<file path="config.mk">
export PLATFORM = sky130hd
export DESIGN_NAME = branch_bounds_guard
export DESIGN_NICKNAME = d
export VERILOG_FILES = /design/src/rtl/brreg_pkg.sv /design/src/rtl/frame_cache.sv /design/src/rtl/branch_judge.sv /design/src/rtl/branch_bounds_guard.sv
export SDC_FILE = /design/constraint.sdc
export NUM_CORES = 1
export LEC_CHECK = 0
export ABC_AREA = 0
export ABC_CLOCK_PERIOD_IN_PS = 9300
export BUFFER_PORTS_ARGS = -buffer_cell sky130_fd_sc_hd__buf_2
export CAP_MARGIN = 5
export CORE_MARGIN = 5
export CORE_UTILIZATION = 25
export CTS_CLUSTER_DIAMETER = 30
export DETAILED_ROUTE_END_ITERATION = 7
export GPL_TIMING_DRIVEN = 0
export PLACE_DENSITY = 0.42
export SYNTH_ARGS = -nofsm -noshare
export SYNTH_HDL_FRONTEND = slang
export SYNTH_HIERARCHICAL = 1
export SYNTH_SLANG_ARGS = --single-unit
</file>
<file path="constraint.sdc">
create_clock -name clk -period 9.3 [get_ports clk]
set_clock_uncertainty 0.05 [all_clocks]
set_input_delay 0.465 -clock clk [delete_from_list [all_inputs] [get_ports clk]]
set_output_delay 0.465 -clock clk [all_outputs]
set_load 0.005 [all_outputs]
</file>
<file path="src/rtl/brreg_pkg.sv">
package brreg_pkg;
  typedef enum logic [2:0] {
    BK_DJMP  = 3'd0,
    BK_DCALL = 3'd1,
    BK_IJMP  = 3'd2,
    BK_ICALL = 3'd3,
    BK_RET   = 3'd4
  } br_kind_e;

  typedef enum logic [1:0] {
    ST_RUN   = 2'd0,
    ST_SPILL = 2'd1,
    ST_FILL  = 2'd2
  } guard_state_e;
endpackage

</file>
<file path="src/rtl/frame_cache.sv">
module frame_cache #(
  parameter int AW    = 32,
  parameter int DEPTH = 4
) (
  input  logic            clk,
  input  logic            rst,
  input  logic            push,
  input  logic            pop,
  input  logic            drop_old,
  input  logic [3*AW-1:0] push_data,
  output logic [3*AW-1:0] top_data,
  output logic [3*AW-1:0] old_data,
  output logic [$clog2(DEPTH+1)-1:0] cnt
);
  localparam int EW = 3*AW;
  localparam int IW = $clog2(DEPTH);
  localparam int CW = $clog2(DEPTH+1);

  logic [EW-1:0] slots [DEPTH];
  logic [IW-1:0] head;
  logic [IW-1:0] wr_idx;
  logic [IW-1:0] top_idx;

  // ring buffer: DEPTH is a power of two so index arithmetic wraps
  assign wr_idx   = head + cnt[IW-1:0];
  assign top_idx  = head + cnt[IW-1:0] - IW'(1);
  assign top_data = slots[top_idx];
  assign old_data = slots[head];

  always_ff @(posedge clk) begin
    if (push) slots[wr_idx] <= push_data;
  end

  always_ff @(posedge clk) begin
    if (rst) begin
      head <= '0;
      cnt  <= '0;
    end else begin
      head <= head + IW'(drop_old);
      cnt  <= cnt + CW'(push) - CW'(pop) - CW'(drop_old);
    end
  end

  p_no_overflow_r9: assert property (@(posedge clk) disable iff (rst)
    (push && !drop_old) |-> (cnt < CW'(DEPTH)));
  p_no_underflow_r6: assert property (@(posedge clk) disable iff (rst)
    (pop || drop_old) |-> (cnt != '0));
endmodule

</file>
<file path="src/rtl/branch_judge.sv">
module branch_judge
  import brreg_pkg::*;
#(
  parameter int AW  = 32,
  parameter int ANW = 32,
  parameter int MKW = 16,
  parameter logic [MKW-1:0] MARK = 16'hB0DA
) (
  input  logic [2:0]      kind,
  input  logic [AW-1:0]   target,
  input  logic [AW-1:0]   next_pc,
  input  logic [ANW-1:0]  annot,
  input  logic [3*AW-1:0] top_entry,
  input  logic            top_ok,
  output logic            bad,
  output logic            want_push,
  output logic            want_pop,
  output logic [3*AW-1:0] new_entry
);
  localparam int EW  = 3*AW;
  localparam int SZW = ANW - MKW;

  logic [AW-1:0] top_base, top_bound, top_ret, fsize;
  logic          entry_ok, in_range;

  assign top_base  = top_entry[EW-1 -: AW];
  assign top_bound = top_entry[2*AW-1 -: AW];
  assign top_ret   = top_entry[AW-1:0];
  assign entry_ok  = (annot[ANW-1 -: MKW] == MARK);
  assign fsize     = AW'(annot[SZW-1:0]);
  assign in_range  = top_ok && (target >= top_base) && (target < top_bound);
  assign new_entry = {target, target + fsize, next_pc};

  always_comb begin
    bad       = 1'b0;
    want_push = 1'b0;
    want_pop  = 1'b0;
    case (kind)
      BK_DCALL, BK_ICALL: begin
        bad       = !entry_ok;
        want_push = entry_ok;
      end
      BK_IJMP: bad = !(in_range || entry_ok);
      BK_RET: begin
        if (!top_ok) bad = 1'b1;
        else begin
          bad      = (target != top_ret);
          want_pop = 1'b1;
        end
      end
      default: ;
    endcase
  end
endmodule

</file>
<file path="src/rtl/branch_bounds_guard.sv">
module branch_bounds_guard
  import brreg_pkg::*;
#(
  parameter int AW         = 32,
  parameter int DEPTH      = 4,
  parameter int BACK_DEPTH = 8,
  parameter int ANW        = 32,
  parameter int MKW        = 16,
  parameter logic [MKW-1:0] MARK = 16'hB0DA
) (
  input  logic                          clk,
  input  logic                          rst,
  input  logic                          br_valid,
  output logic                          br_ready,
  input  logic [2:0]                    br_kind,
  input  logic [AW-1:0]                 br_target,
  input  logic [AW-1:0]                 br_next_pc,
  input  logic [ANW-1:0]                br_annot,
  output logic                          viol,
  output logic                          bs_req,
  output logic                          bs_write,
  output logic [$clog2(BACK_DEPTH)-1:0] bs_addr,
  output logic [3*AW-1:0]               bs_wdata,
  input  logic [3*AW-1:0]               bs_rdata,
  input  logic                          bs_ack
);
  localparam int EW = 3*AW;
  localparam int CW = $clog2(DEPTH+1);
  localparam int BW = $clog2(BACK_DEPTH);
  localparam int SW = $clog2(BACK_DEPTH+1);

  guard_state_e  state;
  logic [SW-1:0] spilled;
  logic [EW-1:0] pend;
  logic          viol_q;

  logic [CW-1:0] c_cnt;
  logic [EW-1:0] c_top, c_old, c_push_data;
  logic          c_push, c_pop, c_drop;
  logic          j_bad, j_push, j_pop;
  logic [EW-1:0] j_entry;
  logic          accept, full, back_full, need_fill, overflow, need_spill;

  frame_cache #(.AW(AW), .DEPTH(DEPTH)) u_cache (
    .clk(clk), .rst(rst), .push(c_push), .pop(c_pop), .drop_old(c_drop),
    .push_data(c_push_data), .top_data(c_top), .old_data(c_old), .cnt(c_cnt)
  );

  branch_judge #(.AW(AW), .ANW(ANW), .MKW(MKW), .MARK(MARK)) u_judge (
    .kind(br_kind), .target(br_target), .next_pc(br_next_pc), .annot(br_annot),
    .top_entry(c_top), .top_ok(c_cnt != '0),
    .bad(j_bad), .want_push(j_push), .want_pop(j_pop), .new_entry(j_entry)
  );

  assign full       = (c_cnt == CW'(DEPTH));
  assign back_full  = (spilled == SW'(BACK_DEPTH));
  assign need_fill  = (c_cnt == '0) && (spilled != '0);
  assign br_ready   = (state == ST_RUN) && !need_fill;
  assign accept     = br_valid && br_ready;
  assign overflow   = accept && j_push && full && back_full;
  assign need_spill = accept && j_push && full && !back_full;

  // cache control: a spill drops the oldest frame and pushes the held one together
  assign c_push = (accept && j_push && !full)
               || ((state == ST_SPILL) && bs_ack)
               || ((state == ST_FILL) && bs_ack);
  assign c_drop = (state == ST_SPILL) && bs_ack;
  assign c_pop  = accept && j_pop;
  always_comb begin
    case (state)
      ST_SPILL: c_push_data = pend;
      ST_FILL:  c_push_data = bs_rdata;
      default:  c_push_data = j_entry;
    endcase
  end

  assign bs_req   = (state != ST_RUN);
  assign bs_write = (state == ST_SPILL);
  assign bs_addr  = (state == ST_SPILL) ? spilled[BW-1:0] : spilled[BW-1:0] - BW'(1);
  assign bs_wdata = c_old;
  assign viol     = viol_q;

  always_ff @(posedge clk) begin
    if (rst) begin
      state   <= ST_RUN;
      spilled <= '0;
      pend    <= '0;
      viol_q  <= 1'b0;
    end else begin
      viol_q <= accept && (j_bad || overflow);
      case (state)
        ST_RUN: begin
          if (need_fill) state <= ST_FILL;
          else if (need_spill) begin
            state <= ST_SPILL;
            pend  <= j_entry;
          end
        end
        ST_SPILL: if (bs_ack) begin
          state   <= ST_RUN;
          spilled <= spilled + SW'(1);
        end
        ST_FILL: if (bs_ack) begin
          state   <= ST_RUN;
          spilled <= spilled - SW'(1);
        end
        default: state <= ST_RUN;
      endcase
    end
  end

  p_stall_on_mem_r10: assert property (@(posedge clk) disable iff (rst)
    bs_req |-> !br_ready);
  p_req_hold_r9: assert property (@(posedge clk) disable iff (rst)
    (bs_req && !bs_ack) |=> (bs_req && $stable(bs_addr) && $stable(bs_write)));
  p_spill_when_full_r9: assert property (@(posedge clk) disable iff (rst)
    (bs_req && bs_write) |-> (c_cnt == CW'(DEPTH)));
  p_fill_when_empty_r10: assert property (@(posedge clk) disable iff (rst)
    (bs_req && !bs_write) |-> (c_cnt == '0));
  p_viol_after_accept_r8: assert property (@(posedge clk) disable iff (rst)
    viol |-> $past(accept));
  p_djmp_clean_r3: assert property (@(posedge clk) disable iff (rst)
    (accept && br_kind == 3'd0) |=> !viol);
  p_ret_empty_r7: assert property (@(posedge clk) disable iff (rst)
    (accept && br_kind == 3'd4 && c_cnt == '0 && spilled == '0) |=> viol);
endmodule

</file>
Word-level counts from Yosys, hierarchy flattened:

Memory sizes are Yosys's and may differ from the RTL's. A register that Yosys moved wholly into a read port is not among the register bits.
Cells that the tools add are included.

* bits in registers: 108
* output and inout port bits: 103
* RAM bits: 384
* input bits: 199
* memories kept: 1
* logic and storage cells: 85

Memory list
* u_cache.slots: words 4, width 96, read ports 2, clocked after Yosys merged registers in 1, wr ports 1, RTL line frame_cache.sv:19 `logic [EW-1:0] slots [DEPTH];`

* bitwise gates (word level): 1
* add/subtract/negate cells: 10
* magnitude comparators: 2
* reductions and logical operators: 34
* muxes and demuxes: 17
* equality and inequality tests: 14

Operator list (number)
* case mux 96 bit (2 select lines): 1
* adder 32 x 16 -> 32 bit: 1
* greater-or-equal comparator 32 bit: 1
* less-than comparator 32 bit: 1
* inequality test 32 bit: 1
* equality test 16 bit, second input constant: 1
* logical AND 1 bit: 14
* 2-to-1 mux 2 bit: 4
* 2-to-1 mux 4 bit: 2
* case mux 4 bit (2 select lines): 1
* equality test 3 x 2 -> 1 bit, second input constant: 2
* equality test 3 bit, second input constant: 2
* 2-to-1 mux 1 bit: 6
* AND reduction 3 bit: 2
* subtractor 3 x 1 -> 3 bit: 2
* zero test 1 bit: 5
* adder 4 x 1 -> 4 bit, second input constant: 1
* equality test 4 bit, second input constant: 1
* logical OR 1 bit: 4
* inequality test 2 x 1 -> 1 bit, second input constant: 2
* case mux 2 bit (2 select lines): 1
* nonzero test 2 bit: 2
* nonzero test 4 bit: 1
* OR reduction 2 bit: 2
* 18 further kinds: 18

Depth between registers and ports, before layout:

Gate-level depths: netlist (run 1).

* depth in word-level cells: 12
* depth in mapped cells: 17
* gate-level depth less buffers: 15

Hierarchy:

Netlist (run 1), hierarchy kept.

By module, submodules not included
* frame_cache: times used 1, area an instance 17307.8 um2, cells each 851, sequential area each 11631.2 um2
* branch_bounds_guard: times used 1, area an instance 5985.7 um2, cells each 836, sequential area each 2062.0 um2
* branch_judge: times used 1, area an instance 3604.7 um2, cells each 491, sequential area each 0.0 um2

Worst setup path after synthesis (run 1):

Ideal clock, no wire load.

* kind: register to register
* start: reg spilled[0]
* end: mem u_cache/slots[1][0] in the netlist's numbering, enable pin
* data required time: 8.699 ns
* arrival: 5.787 ns
* library setup time: 0.551 ns
* stages on the path, launching flop included: 12
* path slack: 2.911 ns
* period minus slack after synthesis: 6.389 ns
* path buffers: 2
* cells stage by stage: dfxtp_1 inv_1 ha_1 nor3b_2 o21ai_4 buf_6 inv_6 buf_6 nand2_1 o21ai_1 nand2_1 nor2_1

* longest elaborated chain between the ends: 11

Ends and longest elaborated chain
* from (decl): RTL line branch_bounds_guard.sv:33 `logic [SW-1:0] spilled;`
* from (signal assigned): RTL line branch_bounds_guard.sv:101 `spilled <= spilled + SW'(1);`
* from (signal assigned): RTL line branch_bounds_guard.sv:105 `spilled <= spilled - SW'(1);`
* nonzero test 4 bit: RTL line branch_bounds_guard.sv:57 `assign need_fill = (c_cnt == '0) && (spilled != '0);`
* logical AND 1 bit: RTL line branch_bounds_guard.sv:57
* zero test 1 bit: RTL line branch_bounds_guard.sv:58 `assign br_ready = (state == ST_RUN) && !need_fill;`
* logical AND 1 bit: RTL line branch_bounds_guard.sv:58
* logical AND 1 bit: RTL line branch_bounds_guard.sv:59 `assign accept = br_valid && br_ready;`
* logical AND 1 bit (2 in a row): RTL line branch_bounds_guard.sv:64 `assign c_push = (accept && j_push && !full)`
* logical OR 1 bit: RTL line branch_bounds_guard.sv:65 `|| ((state == ST_SPILL) && bs_ack)`
* logical OR 1 bit: RTL line branch_bounds_guard.sv:66 `|| ((state == ST_FILL) && bs_ack);`
* named net c_push: RTL line branch_bounds_guard.sv:39 `logic c_push, c_pop, c_drop;`
* 2-to-1 mux 1 bit: RTL line frame_cache.sv:31 `if (push) slots[wr_idx] <= push_data;`
* 2-to-1 mux 1 bit (implied by the code): RTL line frame_cache.sv:31
* to (decl): RTL line frame_cache.sv:19

The timed path passes the listed nets, and every way through them passes these cells.

Worst setup path in the final report (run 1):

* start: reg u_cache.cnt[0]
* end: reg viol_q, in the netlist viol

* longest elaborated chain between the ends: 11
* elaborated cells between the ends (all ways): 24
* those cells by class: add/sub: 2; order compare: 2; eq/ne: 2; mux: 2; reduce/logical: 15; memory: 1

Ends and longest elaborated chain
* from (decl): RTL line frame_cache.sv:13 `output logic [$clog2(DEPTH+1)-1:0] cnt`
* from (signal assigned): RTL line frame_cache.sv:40 `cnt <= cnt + CW'(push) - CW'(pop) - CW'(drop_old);`
* adder 2 bit: RTL line frame_cache.sv:26 `assign top_idx = head + cnt[IW-1:0] - IW'(1);`
* subtractor 2 x 1 -> 2 bit: RTL line frame_cache.sv:26
* memory read (4 x 96 bit)
* named net c_top[81]: RTL line branch_bounds_guard.sv:38 `logic [EW-1:0] c_top, c_old, c_push_data;`
* greater-or-equal comparator 32 bit: RTL line branch_judge.sv:31 `assign in_range = top_ok && (target >= top_base) && (target < top_bound);`
* logical AND 1 bit (2 in a row): RTL line branch_judge.sv:31
* logical OR 1 bit: RTL line branch_judge.sv:43 `BK_IJMP: bad = !(in_range || entry_ok);`
* zero test 1 bit: RTL line branch_judge.sv:43
* case mux 1 bit (3 select lines): RTL line branch_judge.sv:38 `case (kind)`
* named net j_bad: RTL line branch_bounds_guard.sv:40 `logic j_bad, j_push, j_pop;`
* logical OR 1 bit: RTL line branch_bounds_guard.sv:90 `viol_q <= accept && (j_bad || overflow);`
* logical AND 1 bit: RTL line branch_bounds_guard.sv:90
* to (signal assigned): RTL line branch_bounds_guard.sv:90
* to (decl): RTL line branch_bounds_guard.sv:35 `logic viol_q;`

The timed path passes the listed nets, and every way through them passes these cells.
A chain may end at the register's enable or synchronous reset.

==> results of run 1 <==
-- final cells by class --
cell class | count | area [sq um] | share of cell area
multi-input cells | 1386 | 11500 | 0.326
clock buffers | 171 | 3750 | 0.106
flip-flops and latches | 492 | 13700 | 0.387
inverters | 84 | 320 | 0.00906
repair buffers | 322 | 2110 | 0.0598
clock inverters | 77 | 785 | 0.0222
well taps | 1403 | 1760 | 0.0497
plain buffers | 216 | 1400 | 0.0395
diodes | 2 | 5.00 | 0.000142
-- flip-flops by register name, indices dropped and copies added (netlist names) --
register / count
spilled: 4
u_cache/head: 2
viol: 1
state: 2
pend: 96
u_cache/cnt: 3
u_cache/slots: 384
-- per-stage QoR --
stage	power [uW]	utilization	worst slack [ns]	setup TNS (ns)	area, sq um
2_1_floorplan	4190	-	2.91	0	26900
3_3_place_gp	5250	0.281	-3.22	-1217.34	30000
3_5_place_dp	5290	0.285	3.94	0	30500
4_1_cts	9900	0.331	3.90	0	35300
5_1_grt	10200	0.331	3.79	0	35300
6_report	9850	0.331	3.85	0	35300
-- timing repair --
action / in CTS / in global routing
setup endpoints to repair: 0 / 0
hold buffers: 33 / 0
endpoints found under the hold margin: 37 / 0
resized for setup: 0 / 0
-- critical path, cell delays in order, from the launching register on --
cell      delay [ns]
dfxtp_1         0.34
ha_1            0.28
buf_2           0.30
buf_2           0.47
clkbuf_1        0.75
mux2i_1         0.35
inv_1           0.08
ha_1            0.30
nand4_1         0.20
nor4_1          0.66
a31oi_1         0.41
a311oi_1        0.58
o21ai_0         0.17
a41oi_1         0.18
nor3_1          0.10
-- worst max-delay path by stage --
stage	slack, ns	from	end	cells past startpoint
6_report	3.85	u_cache/cnt[0]$_SDFF_PP0_	viol$_SDFF_PP0_	14
5_1_grt	3.79	u_cache/cnt[0]$_SDFF_PP0_	viol$_SDFF_PP0_	14
4_1_cts	3.90	u_cache/cnt[0]$_SDFF_PP0_	viol$_SDFF_PP0_	14
3_5_place_dp	3.94	u_cache/cnt[0]$_SDFF_PP0_	viol$_SDFF_PP0_	14
3_3_place_gp	-3.22	state[0]$_SDFFE_PP0P_	u_cache/slots[0][13]$_DFFE_PP_	9
2_1_floorplan	2.91	spilled[0]$_SDFFE_PP0P_	u_cache/slots[1][0]$_DFFE_PP_	11
-- power groups by stage --
stage / Clock (uW) / Sequential, uW / Combinational, uW
final: 4560 / 2800 / 2480
after global routing: 4760 / 2810 / 2640
after CTS: 4620 / 2800 / 2470
after detailed placement: 0 / 2840 / 2450
after global placement: 0 / 2860 / 2380
after floorplan: 0 / 2830 / 1350
-- metal layers --
layer,wire [microns],vias to the layer above,global-route usage
met2,54400,872,0.322
met3,8350,129,0.0443
li1,-,9244,-
met1,48400,10593,0.255
met5,0,-,0
met4,2480,0,0.0547
-- cells in the final DEF (no fill, tap or decap), types with 11 or more instances in the layout --
master,n
buf_12,15
buf_4,67
clkbuf_16,144
nand2_1,32
dlygate4sd3_1,33
edfxtp_1,384
nor2_1,126
o21ai_0,93
nand4_1,19
a21o_1,16
inv_1,83
dfxtp_1,108
ha_1,90
mux2i_1,284
mux4_2,98
xor2_1,20
clkinv_1,25
nand3_1,113
buf_2,293
a21oi_1,230
bufinv_16,14
xnor2_1,49
buf_6,23
a22oi_1,97
buf_8,11
o21ai_1,24
clkinv_2,23
clkbuf_1,97
-- kinds of logic (layout without fill, tap and decap cells) --
| kind of cell | count (synthesis) | after routing | share of synthesized area |
|---|---|---|---|
| AOI/OAI and AO/OA | 496 | 496 | 0.110 |
| xor gates and xnor gates | 70 | 70 | 0.0234 |
| adders and majority gates | 93 | 93 | 0.0441 |
| buffers and inverters | 300 | 870 | 0.0639 |
| DFF | 492 | 492 | 0.509 |
| muxes | 384 | 384 | 0.189 |
| other | 0 | 2 | 0 |
| and+or+nand+nor | 343 | 343 | 0.0611 |
==> results.ini, run 1 <==
[sta]
period_minus_ws_final_ns = 5.45
hold_ws_ns = 0.0531
final_hold_viol_count = 0
finalSetupViolations = 0
max_clock_freq_ghz = 0.184
layout_worst_path_cycle_share = 0.586
grt_setup_unrepaired = no
drv_slew = 0
tightest_slew_ns = 1.16
slew-limit-headroom = 0.227

[worst_setup_path]
r2r_slack_ns = 3.85
timing.reg2reg.worst_path_depth = 14
crit_path_start_kind = register
end_kind = register
required_ns = 9.76
crit_path_max_fanout = 10
path_class = register to register
critical_path_arrival_ns = 5.91
crit-reg2reg-capture = viol$_SDFF_PP0_
rr_startpoint = u_cache/cnt[0]$_SDFF_PP0_

[power_and_ir_drop]
share_comb_of_total_power = 0.252
clockPowerShare = 0.463
p_seq_frac = 0.285
peakVddDrop_uv = 187
switchingPower_uw = 3170
cellPowerDensity_mw_per_mm2 = 279
p_leak_uw = 0.0137
switching_share = 0.322
p_int_uw = 6680

[logic_synthesis]
synth_cells = 2178
syn-cell-area_sq_mm = 0.0269
ys_top_cells_by_count = 384 x edfxtp_1, 284 x mux2i_1, 230 x a21oi_1
synth_top_cell_area_share = 0.429
postSynth.topFlopCell = edfxtp_1
synth_area_leaders = edfxtp_1 43%, mux2i_1 11%, mux4_2 8.2%
synth_edf_count = 384
synth_area_per_cell_sq_um = 12.3
ys_warn_count = 6
synth-seq-area-share = 0.509
synthDominantAreaCellType = edfxtp_1
ys_seq_elements = 492
yosys.cell_count.top_type = edfxtp_1
post_synth_num_cell_types = 72
asyncSetResetFlopFracSynth = 0
synthesis.nets = 2470

[routing]
finalWirelength_mm = 114
drt_pass1_iterations = 6
ant_nets = 0
drt_drc_violations_left = 0
detail_route.wl_per_cell_microns = 27.3
drt-vias-per-instance = 5.02
drtIter0Drc = 1840
vias = 20838

[clock_network]
cts_max_level = 4
ctsLongestPathBuffers = 3
cts_setup_buffers = 0
clkSinkCount = 492
clk_pin_slew_worst_paths_ns = 0.04
cts_tree = yes
worst_skew_pair.late_latency_ns = 0.70
cts_inserted_buffers = 138
root_buffer = clkbuf_16

[grt]
global_route.usage.total = 0.194
first_global_vias = 21352
grt_start_max_net_pins = 24
antenna_violations_before_repair = 6
grt_pass1_wl_mm = 156
grt_overflow_total = 0

[cells_and_area]
final_net_count = 2932
final.fill_count = 10750
drive_above_1_share = 0.270
synthesis_to_finish_area_growth_pct = 31.4
final_cell_count_no_fill = 4153

[placed_design]
dp.cells = 3870
detailed_place_hpwl_mm = 85.0
place_congestion = 0.894
io_buffer_count = 269

[run]
maxCapViolCount = 0

[min_path]
min_delay_path_depth = 3
whs_endpoint = viol$_SDFF_PP0_
timing.hold.worst.start = br_valid
holdCritPathClass = input port to register

[floorplan]
die_h_microns = 338
floorplan.initialDensity = 0.252
floorplan.rows = 120
core_region_area_sq_mm = 0.107
die_area_sq_mm = 0.114
total_i_o_pin_count = 302
die_wd_microns = 338

[run_status]
outcome = complete, no violations

Note: power is estimated with default switching activity, not from simulation.
==> inputs of run 2 (changes only) <==
--- a/config.mk
+++ b/config.mk
@@ -5,8 +5,8 @@
 export SDC_FILE = /design/constraint.sdc
 export NUM_CORES = 1
 export LEC_CHECK = 0
-export ABC_AREA = 0
-export ABC_CLOCK_PERIOD_IN_PS = 9300
+export ABC_AREA = 1
+export ABC_CLOCK_PERIOD_IN_PS = 5100
 export BUFFER_PORTS_ARGS = -buffer_cell sky130_fd_sc_hd__buf_2
 export CAP_MARGIN = 5
 export CORE_MARGIN = 5
==> constraint.sdc (replaced) <==
create_clock -name clk -period 5.1 [get_ports clk]
set_clock_uncertainty 0.05 [all_clocks]
set_input_delay 0.255 -clock clk [delete_from_list [all_inputs] [get_ports clk]]
set_output_delay 0.255 -clock clk [all_outputs]
set_load 0.005 [all_outputs]
==> results.ini, run 2 <==
[logic_synthesis]
syn-cell-area_sq_mm = 0.0279
synthDominantAreaCellType = edfxtp_1
synth_edf_count = 384
postSynth.topFlopCell = edfxtp_1
synth-seq-area-share = 0.491
synth_area_leaders = edfxtp_1 41%, nand2_1 14%, dfxtp_1 7.8%
asyncSetResetFlopFracSynth = 0
synth_cells = 3490
ys_top_cells_by_count = 1004 x nand2_1, 539 x nor2_1, 384 x edfxtp_1
ys_warn_count = 6
ys_seq_elements = 492
synthesis.nets = 3782
yosys.cell_count.top_type = nand2_1
synth_area_per_cell_sq_um = 7.99
post_synth_num_cell_types = 50
synth_top_cell_area_share = 0.413

[cells_and_area]
most_flop_heavy_register = u_cache/slots
synthesis_to_finish_area_growth_pct = 31.5
biggestRegsByFlops = u_cache/slots: 384 flops, pend: 96 flops, spilled: 4 flops
regArea_sq_mm = 0.0137
final.fill_count = 11744
layout_common_cells = 1004 x nand2_1, 537 x nor2_1, 384 x edfxtp_1
final_util = 0.331
design_area_sq_mm = 0.0367
area_of_the_multi_input_gates_sq_mm = 0.0122
largest_reg_flops = 384
mostFrequentLayoutCell = nand2_1
drive_above_1_share = 0.166
final_net_count = 4247

[worst_setup_path]
crit_path_start_kind = register
critical_path.slowest_cell = clkbuf_1
worst_path_largest_cell_delay_ns = 0.94
end_kind = register
required_ns = 5.62
critical_path_arrival_ns = 5.40
path_class = register to register
crit_path_max_fanout = 10
critical_path.n_buffers_inverters = 4
critPathTopFamily = buffers and inverters
cp_cell_sequence = ha_1 > buf_2 > clkbuf_1 > buf_1 > nand2_1 > nand2_1 > nand2_1 > nand2_1 > inv_1 > ha_1 > nand2_1 > nor2_1 > nand2_1 > nor2_1 > nor2_1 > nand2_1 > nand2_1 > nand2_1 > nand3_1 > nand3_1 > nand3_1 > a21oi_1 > nor3_1
critical_path.most_common_cell = nand2_1

[clock_network]
cts_tree = yes
cts_setup_buffers = 0
cts_max_level = 4
clkSinkCount = 492
clk_pin_slew_worst_paths_ns = 0.04
root_buffer = clkbuf_16
worst_skew_pair.late_latency_ns = 0.72
cts_inserted_buffers = 137
ctsLongestPathBuffers = 3

[routing]
detail_route.wl_per_cell_microns = 23.6
drt-vias-per-instance = 4.81
drtIter0Drc = 2814
finalWirelength_mm = 131
ant_nets = 0
drt_pass1_iterations = 5
drt_drc_violations_left = 0
vias = 26768

[sta]
drv_slew = 0
finalSetupViolations = 0
max_clock_freq_ghz = 0.205
grt_setup_unrepaired = no
timing.final.ws_setup_ns = 0.218
slew-limit-headroom = 0.163
layout_worst_path_cycle_share = 0.957
period_minus_ws_final_ns = 4.88
tightest_slew_ns = 1.26
final_hold_viol_count = 0

[grt]
global_route.usage.total = 0.215
grt_pass1_wl_mm = 182
antenna_violations_before_repair = 13
grt_start_max_net_pins = 24
grt_overflow_total = 0
first_global_vias = 25462

[floorplan]
total_i_o_pin_count = 302
floorplan.rows = 122
core_region_area_sq_mm = 0.111
die_area_sq_mm = 0.118
floorplan.initialDensity = 0.252
die_wd_microns = 344
die_h_microns = 344

[power_and_ir_drop]
peakVddDrop_uv = 253
cellPowerDensity_mw_per_mm2 = 500
p_leak_uw = 0.0153
p_seq_frac = 0.278
share_comb_of_total_power = 0.253
switching_share = 0.330
p_int_uw = 12300
clockPowerShare = 0.469
switchingPower_uw = 6050

[placed_design]
pre_cts_slack_ns = 0.222
detailed_place_hpwl_mm = 95.3
place_congestion = 0.893
placement.cell_area_sq_mm = 0.0316
io_buffer_count = 269

[min_path]
holdCritPathClass = input port to register

[run]
maxCapViolCount = 0

[run_status]
outcome = complete, no violations

## run 2: power by group through the flow
stage / Clock (uW) / Sequential (uW) / Combinational, uW
finish: 8600 / 5090 / 4640
global route: 8960 / 5100 / 5060
CTS: 8710 / 5090 / 4650
detailed placement: 0 / 5150 / 4610
global placement: 0 / 5210 / 4530
floorplan: 0 / 5160 / 2530
## run 2: path summary, 6_finish.rpt
| check | from | to | slack (ns) | cells after the start |
|---|---|---|---|---|
| max | u_cache/head[0]$_SDFF_PP0_ | viol$_SDFF_PP0_ | 0.22 | 23 |
| min | bs_rdata[6] | u_cache/slots[1][6]$_DFFE_PP_ | 0.04 | 3 |
| max reg2reg | u_cache/head[0]$_SDFF_PP0_ | viol$_SDFF_PP0_ | 0.22 | 23 |
| min reg2reg | pend[64]$_SDFFE_PP0P_ | pend[64]$_SDFFE_PP0P_ | 0.43 | 2 |
## run 2: repair_timing
item                                    in CTS  in global routing
gates resized for setup                      0                  6
endpoints found under the hold margin      168                  0
hold buffers                                36                  0
endpoints found under the setup margin       0                  1
## run 2: worst register-to-register path, stage by stage (launching register included)
cell,delay (ns)
dfxtp_1,0.40
ha_1,0.31
buf_2,0.19
clkbuf_1,0.95
buf_1,0.60
nand2_1,0.11
nand2_1,0.09
nand2_1,0.05
nand2_1,0.06
inv_1,0.06
ha_1,0.29
nand2_1,0.08
nor2_1,0.18
nand2_1,0.13
nor2_1,0.14
nor2_1,0.06
nand2_1,0.17
nand2_1,0.08
nand2_1,0.17
nand3_1,0.19
nand3_1,0.11
nand3_1,0.09
a21oi_1,0.14
nor3_1,0.07
## run 2: area by class of cell
class,instances,area share
timing repair buffer,326,0.0604
buffer,275,0.0391
multi-input combinational,2555,0.332
antenna,8,0.000546
tap,1488,0.0508
inverter,168,0.0173
clock inverter,71,0.0236
clock buffer,180,0.103
sequential,492,0.373
## run 2: logic make-up (layout without fill, tap and decap cells)
family                     Yosys count  in the layout  synth area share
xor gates and xnor gates            49             49            0.0154
adders and majority gates           93             93            0.0425
DFF                                492            492             0.491
other                                0              8                 0
and+or+nand+nor                   1734           1734             0.248
buffers and inverters              443           1020            0.0741
AOI/OAI and AO/OA                  679            679             0.129
## run 2: through the flow
step / std cells / total power [uW] / setup TNS (ns) / hold slack, ns
finish: 5563 / 18300 / 0 / 0.0415
global route: 5557 / 19100 / 0 / 0.0340
CTS: 5555 / 18400 / 0 / 0.00208
detailed placement: 5268 / 9760 / 0 / 0.420
global placement: 5247 / 9740 / -1936.43 / 0.412
floorplan: 3490 / 7690 / -200.50 / 0.274
## run 2: per-layer routing
layer  global-route usage  wire, microns
met2                0.337          58600
met4               0.0591           3140
met5                    0             49
met1                0.302          58300
met3               0.0450          11200
